**src/rtl/vfd_pkg.sv**
```systemverilog
package vfd_pkg;

  localparam int BUNDLE_W = 128;
  localparam int IDX_W    = 5;
  localparam int POS_W    = $clog2(BUNDLE_W);
  localparam int SUB_W    = 2;
  localparam int LATCH_N  = 3;
  localparam int KIND_W   = 2;
  localparam int FMT_W    = 2;
  localparam int SLOT_W   = 3;

  localparam logic [KIND_W-1:0] KIND_PRI = 2'd0;
  localparam logic [KIND_W-1:0] KIND_SEC = 2'd1;
  localparam logic [KIND_W-1:0] KIND_SUB = 2'd2;

  // gather table entries
  localparam int G_F0_A  = 0;
  localparam int G_F0_B  = 1;
  localparam int G_F0_C  = 2;
  localparam int G_F12_A = 3;
  localparam int G_F12_B = 4;
  localparam int G_F12_C = 5;
  localparam int G_F3_A  = 6;
  localparam int G_F3_B  = 7;
  localparam int G_F3_C  = 8;
  localparam int G_D_A   = 9;
  localparam int G_D_B   = 10;
  localparam int G_D_C   = 11;
  localparam int G_M1_A  = 12;
  localparam int G_M1_B  = 13;
  localparam int G_M1_C  = 14;
  localparam int G_M0_S  = 15;
  localparam int NFIELD  = 16;

  typedef logic [IDX_W*POS_W-1:0] pos_list_t;
  typedef logic [IDX_W-1:0]       idx_t;
  typedef idx_t [LATCH_N-1:0]     idx_set_t;

  function automatic pos_list_t pk(input int b0, input int b1, input int b2,
                                   input int b3, input int b4);
    pos_list_t r;
    r = '0;
    r[0*POS_W +: POS_W] = POS_W'(b0);
    r[1*POS_W +: POS_W] = POS_W'(b1);
    r[2*POS_W +: POS_W] = POS_W'(b2);
    r[3*POS_W +: POS_W] = POS_W'(b3);
    r[4*POS_W +: POS_W] = POS_W'(b4);
    return r;
  endfunction

  // positions listed from index bit 0 upward
  localparam pos_list_t FIELD_POS [NFIELD] = '{
    pk(36, 37, 38, 50, 51),
    pk(39, 40, 75, 76, 77),
    pk(56, 45, 46, 47, 48),
    pk(31, 33, 34, 50, 51),
    pk(36, 37, 38, 39, 40),
    pk(56, 46, 47, 48, 49),
    pk(79, 33, 52, 50, 53),
    pk(56, 46, 47, 48, 49),
    pk(36, 37, 38, 39, 40),
    pk(81, 82, 83, 97, 98),
    pk(60, 61, 62, 63, 72),
    pk(54, 55, 57, 59, 0),
    pk(70, 71, 72, 73, 74),
    pk(41, 42, 43, 44, 45),
    pk(64, 65, 66, 67, 68),
    pk(28, 29, 0, 0, 0)
  };

  localparam int FIELD_NB [NFIELD] = '{
    5, 5, 5, 5, 5, 5, 5, 5, 5, 5, 5, 4, 5, 5, 5, 2
  };

endpackage

```
**src/rtl/vfd_trigger.sv**
```systemverilog
module vfd_trigger
  import vfd_pkg::*;
(
  input  logic [BUNDLE_W-1:0] bundle,
  input  logic [FMT_W-1:0]    fmt_sel,
  output logic                fmt_match
);
  localparam logic [3:0] SEL_NIBBLE = 4'hF;

  logic             nib_ok;
  logic [FMT_W-1:0] want_code;

  // format code in bits [25:24] is the format number plus one, modulo four
  always_comb begin
    nib_ok    = (bundle[3:0] == SEL_NIBBLE);
    want_code = fmt_sel + FMT_W'(1);
    fmt_match = nib_ok && (bundle[25:24] == want_code);
  end

endmodule

```
**src/rtl/vfd_gather.sv**
```systemverilog
module vfd_gather
  import vfd_pkg::*;
#(
  parameter int        NB  = IDX_W,
  parameter pos_list_t POS = '0
) (
  input  logic [BUNDLE_W-1:0] bundle,
  output logic [IDX_W-1:0]    idx
);
  for (genvar b = 0; b < IDX_W; b++) begin : g_bit
    if (b < NB) begin : g_take
      localparam logic [POS_W-1:0] P = POS[b*POS_W +: POS_W];
      assign idx[b] = bundle[P];
    end else begin : g_zero
      assign idx[b] = 1'b0;
    end
  end

endmodule

```
**src/rtl/vfd_route.sv**
```systemverilog
module vfd_route
  import vfd_pkg::*;
(
  input  logic [FMT_W-1:0]         fmt_sel,
  input  logic [SLOT_W-1:0]        slot_sel,
  input  idx_t [NFIELD-1:0]        fields,
  output logic                     supported,
  output logic                     wr_pri,
  output logic                     wr_sec,
  output logic                     wr_sub,
  output logic [KIND_W-1:0]        kind,
  output idx_set_t                 pri_nxt,
  output idx_set_t                 sec_nxt,
  output logic [SUB_W-1:0]         sub_nxt
);
  logic [IDX_W-SUB_W-1:0] unused_sub_hi;

  always_comb begin
    supported     = 1'b0;
    wr_pri        = 1'b0;
    wr_sec        = 1'b0;
    wr_sub        = 1'b0;
    kind          = KIND_PRI;
    pri_nxt       = '0;
    sec_nxt       = '0;
    sub_nxt       = fields[G_M0_S][SUB_W-1:0];
    unused_sub_hi = fields[G_M0_S][IDX_W-1:SUB_W];
    unique case (slot_sel)
      3'd3: begin
        supported = 1'b1;
        wr_pri    = 1'b1;
        kind      = KIND_PRI;
        unique case (fmt_sel)
          2'd0:      pri_nxt = {fields[G_F0_C],  fields[G_F0_B],  fields[G_F0_A]};
          2'd1, 2'd2: pri_nxt = {fields[G_F12_C], fields[G_F12_B], fields[G_F12_A]};
          default:   pri_nxt = {fields[G_F3_C],  fields[G_F3_B],  fields[G_F3_A]};
        endcase
      end
      3'd4: begin
        if (fmt_sel == 2'd3) begin
          supported = 1'b1;
          wr_sec    = 1'b1;
          kind      = KIND_SEC;
          sec_nxt   = {fields[G_D_C], fields[G_D_B], fields[G_D_A]};
        end
      end
      3'd2: begin
        if (fmt_sel == 2'd0) begin
          supported = 1'b1;
          wr_sub    = 1'b1;
          kind      = KIND_SUB;
        end else if (fmt_sel == 2'd1) begin
          supported = 1'b1;
          wr_pri    = 1'b1;
          kind      = KIND_PRI;
          pri_nxt   = {fields[G_M1_C], fields[G_M1_B], fields[G_M1_A]};
        end
      end
      default: ;
    endcase
  end

endmodule

```
**src/rtl/vreg_field_decoder.sv**
```systemverilog
module vreg_field_decoder
  import vfd_pkg::*;
(
  input  logic                 clk,
  input  logic                 rst_n,
  input  logic                 in_valid,
  output logic                 in_ready,
  input  logic [BUNDLE_W-1:0]  bundle,
  input  logic [FMT_W-1:0]     fmt_sel,
  input  logic [SLOT_W-1:0]    slot_sel,
  input  logic                 out_ready,
  output logic                 out_valid,
  output logic [KIND_W-1:0]    out_kind,
  output logic [IDX_W-1:0]     pri_a,
  output logic [IDX_W-1:0]     pri_b,
  output logic [IDX_W-1:0]     pri_c,
  output logic [IDX_W-1:0]     sec_a,
  output logic [IDX_W-1:0]     sec_b,
  output logic [IDX_W-1:0]     sec_c,
  output logic [SUB_W-1:0]     sub_op
);
  // reset synchronizer: async assert, sync release
  logic [1:0] rst_pipe;
  logic       rst_q_n;

  always_ff @(posedge clk or negedge rst_n) begin
    if (!rst_n) rst_pipe <= 2'b00;
    else        rst_pipe <= {rst_pipe[0], 1'b1};
  end
  assign rst_q_n = rst_pipe[1];

  // field gather
  idx_t [NFIELD-1:0] fields;

  for (genvar f = 0; f < NFIELD; f++) begin : g_field
    vfd_gather #(
      .NB  (FIELD_NB[f]),
      .POS (FIELD_POS[f])
    ) i_gather (
      .bundle (bundle),
      .idx    (fields[f])
    );
  end

  logic fmt_match;

  vfd_trigger i_trigger (
    .bundle    (bundle),
    .fmt_sel   (fmt_sel),
    .fmt_match (fmt_match)
  );

  logic              supported, wr_pri, wr_sec, wr_sub;
  logic [KIND_W-1:0] kind_d;
  idx_set_t          pri_d, sec_d;
  logic [SUB_W-1:0]  sub_d;

  vfd_route i_route (
    .fmt_sel   (fmt_sel),
    .slot_sel  (slot_sel),
    .fields    (fields),
    .supported (supported),
    .wr_pri    (wr_pri),
    .wr_sec    (wr_sec),
    .wr_sub    (wr_sub),
    .kind      (kind_d),
    .pri_nxt   (pri_d),
    .sec_nxt   (sec_d),
    .sub_nxt   (sub_d)
  );

  // state
  logic              vld_q, vld_nxt;
  logic [KIND_W-1:0] kind_q;
  idx_set_t          pri_q, sec_q;
  logic [SUB_W-1:0]  sub_q;

  logic accept, good, en_pri, en_sec, en_sub, en_kind;

  always_comb begin
    in_ready = rst_q_n && (!vld_q || out_ready);
    accept   = in_valid && in_ready;
    good     = accept && fmt_match && supported;
    en_pri   = good && wr_pri;
    en_sec   = good && wr_sec;
    en_sub   = good && wr_sub;
    en_kind  = good;
    if (accept)         vld_nxt = good;
    else if (out_ready) vld_nxt = 1'b0;
    else                vld_nxt = vld_q;
  end

  always_ff @(posedge clk or negedge rst_q_n) begin
    if (!rst_q_n) begin
      vld_q  <= 1'b0;
      kind_q <= KIND_PRI;
      pri_q  <= '0;
      sec_q  <= '0;
      sub_q  <= '0;
    end else begin
      vld_q <= vld_nxt;
      if (en_kind) kind_q <= kind_d;
      if (en_pri)  pri_q  <= pri_d;
      if (en_sec)  sec_q  <= sec_d;
      if (en_sub)  sub_q  <= sub_d;
    end
  end

  assign out_valid = vld_q;
  assign out_kind  = kind_q;
  assign pri_a     = pri_q[0];
  assign pri_b     = pri_q[1];
  assign pri_c     = pri_q[2];
  assign sec_a     = sec_q[0];
  assign sec_b     = sec_q[1];
  assign sec_c     = sec_q[2];
  assign sub_op    = sub_q;

  // bundle bits no field reads
  logic unused_bundle;
  assign unused_bundle = ^bundle;

endmodule

```
**config.mk**
```make
export PLATFORM = sky130hd
export DESIGN_NAME = vreg_field_decoder
export DESIGN_NICKNAME = d
export VERILOG_FILES = /design/src/rtl/vfd_pkg.sv /design/src/rtl/vfd_trigger.sv /design/src/rtl/vfd_gather.sv /design/src/rtl/vfd_route.sv /design/src/rtl/vreg_field_decoder.sv
export SDC_FILE = /design/constraint.sdc
export NUM_CORES = 1
export LEC_CHECK = 0
export BUFFER_PORTS_ARGS = -buffer_cell sky130_fd_sc_hd__buf_2
export CORE_ASPECT_RATIO = 0.75
export CORE_MARGIN = 5
export CORE_UTILIZATION = 38
export DETAILED_ROUTE_END_ITERATION = 12
export PLACE_DENSITY = 0.8
export SLEW_MARGIN = 25
export SYNTH_ARGS = -nofsm -noshare
export SYNTH_HDL_FRONTEND = slang
export SYNTH_SLANG_ARGS = --single-unit
```
**constraint.sdc**
```tcl
create_clock -name clk -period 1.64 [get_ports clk]
set_input_delay 0 -clock clk [delete_from_list [all_inputs] [get_ports clk]]
set_output_delay 0 -clock clk [all_outputs]
set_load 0.03 [all_outputs]
```
# Word level (Yosys, flattened, before mapping)
# Cells that the tools add are included.
# classes
muxes	20
eq_ne	8
add_sub_neg	1
n_reduce_logical	13
# op_table
op	count
15-bit case mux with 2 select lines	2
15-bit two-way mux	3
14-bit two-way mux	1
1-bit two-way mux	10
1-bit logical AND	8
3-bit by 2-bit == test with 1-bit output (second input constant)	2
2-bit == test (second input constant)	2
4-bit == test (second input constant)	1
2-bit case mux with 2 select lines	1
3-bit == test (second input constant)	1
1-bit case mux with 3 select lines	1
2-bit by 1-bit adder with 2-bit output (second input constant)	1
2-bit by 1-bit == test with 1-bit output (second input constant)	1
2-bit == test	1
2-bit zero test	1
2-bit two-way mux	1
1-bit case mux with 2 select lines	1
2-bit nonzero test	1
2-bit OR reduction	1
1-bit zero test	1
1-bit logical OR	1
# word_totals
regBits	37
elab_cells	52
in_bits	137
output_inout_bits	36

# Longest topological paths before layout
# logic_depth
ltp_word	7
ltp_mapped	7
depth_no_buf	6

# By module
# A second synthesis with hierarchy kept.
# unflattened
cells_unflattened	262
area_unflattened_um2	2795.2
# by_module_without_submodules
mod	seq_area_each_um2	n_inst	cells_per_inst	area_per_inst_um2
vreg_field_decoder	925.9	1	84	1502.7
vfd_route	0.0	1	90	643.1
vfd_gather (g_field[0].i_gather ...)	0.0	14	5	37.5
vfd_gather (g_field[11].i_gather ...)	0.0	2	6	41.3
vfd_trigger	0.0	1	6	41.3

# Least setup slack after synthesis
# Ideal clock, no wire load.
# synth_path
kind	reg-to-reg
startpoint	register rst_pipe[1]
endpoint	register pri_q (netlist bit pri_a[0])
setup_time_ns	0.125
n_path_buf	1
period_less_slack_ns	2.493
stages_incl_launch_ff	6
required_time_ns	1.515
arrival_ns	2.367
setup_slack_ns	-0.853
path_cell_list	dfrtp_1 -> nand4_1 -> nor3b_4 -> o2111ai_4 -> buf_6 -> mux2_4
# synth_via
elab_chain_len	5
# synth_rtl
item	line	text
start: declaration	vreg_field_decoder.sv:23	logic [1:0] rst_pipe;
start signal: assignment	vreg_field_decoder.sv:28	else rst_pipe <= {rst_pipe[0], 1'b1};
1-bit logical AND	vreg_field_decoder.sv:81	in_ready = rst_q_n && (!vld_q || out_ready);
1-bit logical AND	vreg_field_decoder.sv:82	accept = in_valid && in_ready;
1-bit logical AND (2 in series)	vreg_field_decoder.sv:83	good = accept && fmt_match && supported;
1-bit logical AND	vreg_field_decoder.sv:84	en_pri = good && wr_pri;
end signal: assignment	vreg_field_decoder.sv:103	if (en_pri) pri_q <= pri_d;
end: declaration	vreg_field_decoder.sv:75	idx_set_t pri_q, sec_q;
# Every way passes these cells.
# A chain may end at the register's enable or synchronous reset.

# Worst setup path after layout
# layout_path
startpoint	register rst_pipe[1]
endpoint	register pri_q (netlist bit pri_a[2])
# Same word-level chain as after synthesis.

==> metrics <==
status=finished, final reports clean; Core Region=0.00501 mm²; reg2reg start=rst_pipe[1]; layout net count=435; Max Clock Skew=4.75 ps; MaxCap Viol Count=0; largest net degree at the start of global routing=36; Syn Nets=309; initial antenna violation count=0; Final period util=99.7%; Slew HR=43.8%; Die Height=72.9 µm; root buf cell=clkbuf_8; Leak=1.67 nW; DR pass1 iterations=4; crit path launch type=flip-flop; H-tree levels=2; Synth area leader=dfrtp_1; I/O pin cnt=173; Worst setup endpoint=pri_a[2]; Total GRT Usage=16.2%; slowest cell on the critical path=dfrtp_4; delay-heaviest family, CP=flip-flops; number of synthesized register bits=36; worst path arrival time=1810 ps; Starting Density=40.0%; worst-margin pin slew=839 ps; RSZ-0062 raised after global routing=true; fin crit period=1640 ps; DRT Wirelength=5470 µm; via count=1780; site row count=22; vias per inst=4.86; Max clock buf depth=2; final RePlAce weighted congestion=0.765; most common cell after layout, fill and taps aside=buf_2; total CTS buffers=5; Syn. warnings=0; Hold Slack=37.5 ps; Netlist cell types=33; fraction of layout cells with a size suffix above 1=54.4%; total power=2.02 mW; Filler Cells Inserted=445; Iter 0 DRT Violations=56; # clock sinks=36; Post-Syn Area=0.00200 mm²; vias in the first global route=1837; first-pass GRT wire length=8670 µm; Reg2Reg Depth=5; Critical Path Source=rst_pipe[1]; Die Width=93.9 µm; Min-Delay Path Class=primary input to asynchronous set/reset pin; fmax=0.611 GHz; Layout Cells excl Fill=366; worst path bufs/invs=1; max incr delay on CP=420 ps; TritonCTS clock tree=built; final setup vio count=0; ANT nets after route=0; commonest cells after routing, fill and taps aside=buf_2 (100), dfrtp_1 (35), mux2_2 (21), dlygate4sd3_1 (18), a22o_1 (15); Power Density=679 mW/mm²; top-area cell type share of the netlist area=44.9%; crit path capture type=flip-flop; sequential area share after synthesis=44.9%; Crit path depth=5; Mapped Cells=167; Peak VDD IR=0.393 mV; total grt overflow=0; Final Hold Viols=0; PortBufs=100; placed cells=338; CP required=1820 ps; area grow syn2layout=48.6%; Worst Path Max Fanout=7; Routed WL per cell=14.9 µm; clock-pin slew on the worst setup and hold paths=80 ps; Post-DP HPWL=3940 µm; die area=0.00684 mm²; DRC viols=0; WS Path Type=flip-flop to flip-flop; crit path cell chain=nand4_1 > nor3b_4 > o2111ai_4 > clkbuf_16 > mux2_4; Syn Area/Cell=12.0 µm²; r2r endpoint=pri_a[2]; Max Slew Vio Count=0; clk_lat worst skew=290 ps; Synth area leaders=dfrtp_1 (45%), mux2_2 (12%), mux2_4 (7.5%), a22o_1 (6.6%), a221oi_1 (4.8%); number of diodes=0; FF-to-FF setup slack=4 ps
## registers in the layout, summed over array words and instances (netlist names)
signal	count
pri_b	5
out_kind	2
rst_pipe	2
pri_c	5
pri_a	5
sec_a	5
sec_c	4
sub_op	2
sec_b	5
out_valid	1
## kinds of logic after synthesis
logic type                 after synthesis  synth area share, %
and+or+nand+nor                         21                 7.68
other                                    2                0.375
muxes                                   31                 19.3
AOI/OAI and AO/OA                       46                 18.0
adders and majority gates                5                 3.12
DFF                                     36                 44.9
buffers and inverters                   24                 5.68
xor gates and xnor gates                 2                0.874
## worst min-delay path by stage
stage / start / end / slack [ps] / cells past startpoint
after global routing: rst_n / rst_pipe[1] / 30 / 2
after global placement: rst_n / rst_pipe[1] / -210 / 1
after CTS: rst_n / rst_pipe[1] / 30 / 2
after detailed placement: rst_n / rst_pipe[0] / -210 / 1
after floorplan: rst_n / rst_pipe[0] / -300 / 0
final: rst_n / rst_pipe[1] / 40 / 2
## worst register-to-register path: cells and delay by family (launching register included)
family / cells / cell delay [ps]
buffers and inverters: 1 / 220
multiplexers: 1 / 290
flip-flops: 1 / 420
AO/OA/AOI/OAI: 1 / 190
AND/OR/NAND/NOR: 2 / 410
## synthesized netlist by cell type (all sizes together)
cell,n
o21ai,5
o211ai,1
nor2b,1
and4bb,1
nand2b,2
dfrtp,36
nand2,5
mux2,31
nor3b,1
nor3,1
a21oi,11
a221oi,11
nand3,1
xor2,1
xnor2,1
a22o,15
nor2,3
nand4,2
buf,7
nand3b,1
o2111ai,1
clkbuf,4
conb,2
a21bo,2
and2,2
nor4b,1
inv,13
ha,5
## repair_timing
| item | in CTS | in global routing |
|---|---|---|
| gates cloned | 1 | 0 |
| endpoints found under the setup margin | 15 | 31 |
| gates resized for setup | 2 | 1 |
| hold buffers | 18 | 0 |
| setup buffers | 1 | 0 |
| hold endpoints to repair | 19 | 0 |
## area by class of cell
type                            count  area [µm²]  area share [%]
Inverter                           13        48.8            1.64
Sequential cell                    36         905            30.4
Clock buffer                        5        68.8            2.31
Timing Repair Buffer              130         826            27.7
Multi-Input combinational cell    107         997            33.5
Tap cell                           72        90.1            3.03
Clock inverter                      3        42.5            1.43
## where the power goes
part / internal, mW / leakage [nW] / switching [mW] / total (mW)
Sequential: 0.896 / 0.497 / 0.00405 / 0.900
Combinational: 0.170 / 1.12 / 0.170 / 0.340
Clock: 0.450 / 0.0541 / 0.331 / 0.781
Total: 1.52 / 1.67 / 0.505 / 2.02
## per-stage QoR
stage / utilization [%] / cell area [µm²] / setup TNS (ps) / setup slack, ps
CTS: 59.5 / 2980 / -424 / -47.4
floorplan: - / 2010 / -6770 / -318
global route: 59.4 / 2980 / -1610 / -67.0
finish: 59.4 / 2980 / 0 / 4.33
global placement: 52.8 / 2650 / -349 / -32.3
detailed placement: 52.8 / 2650 / -971 / -85.9
## per-layer routing
layer	vias up	GRT usage, %	part of all wire [%]
met4	0	3.85	0.62
met3	5	5.15	8.1
met1	838	21.7	47
li1	861	-	-
met5	-	0	0
met2	76	25.6	44
Note: power is estimated with default switching activity, not from simulation.
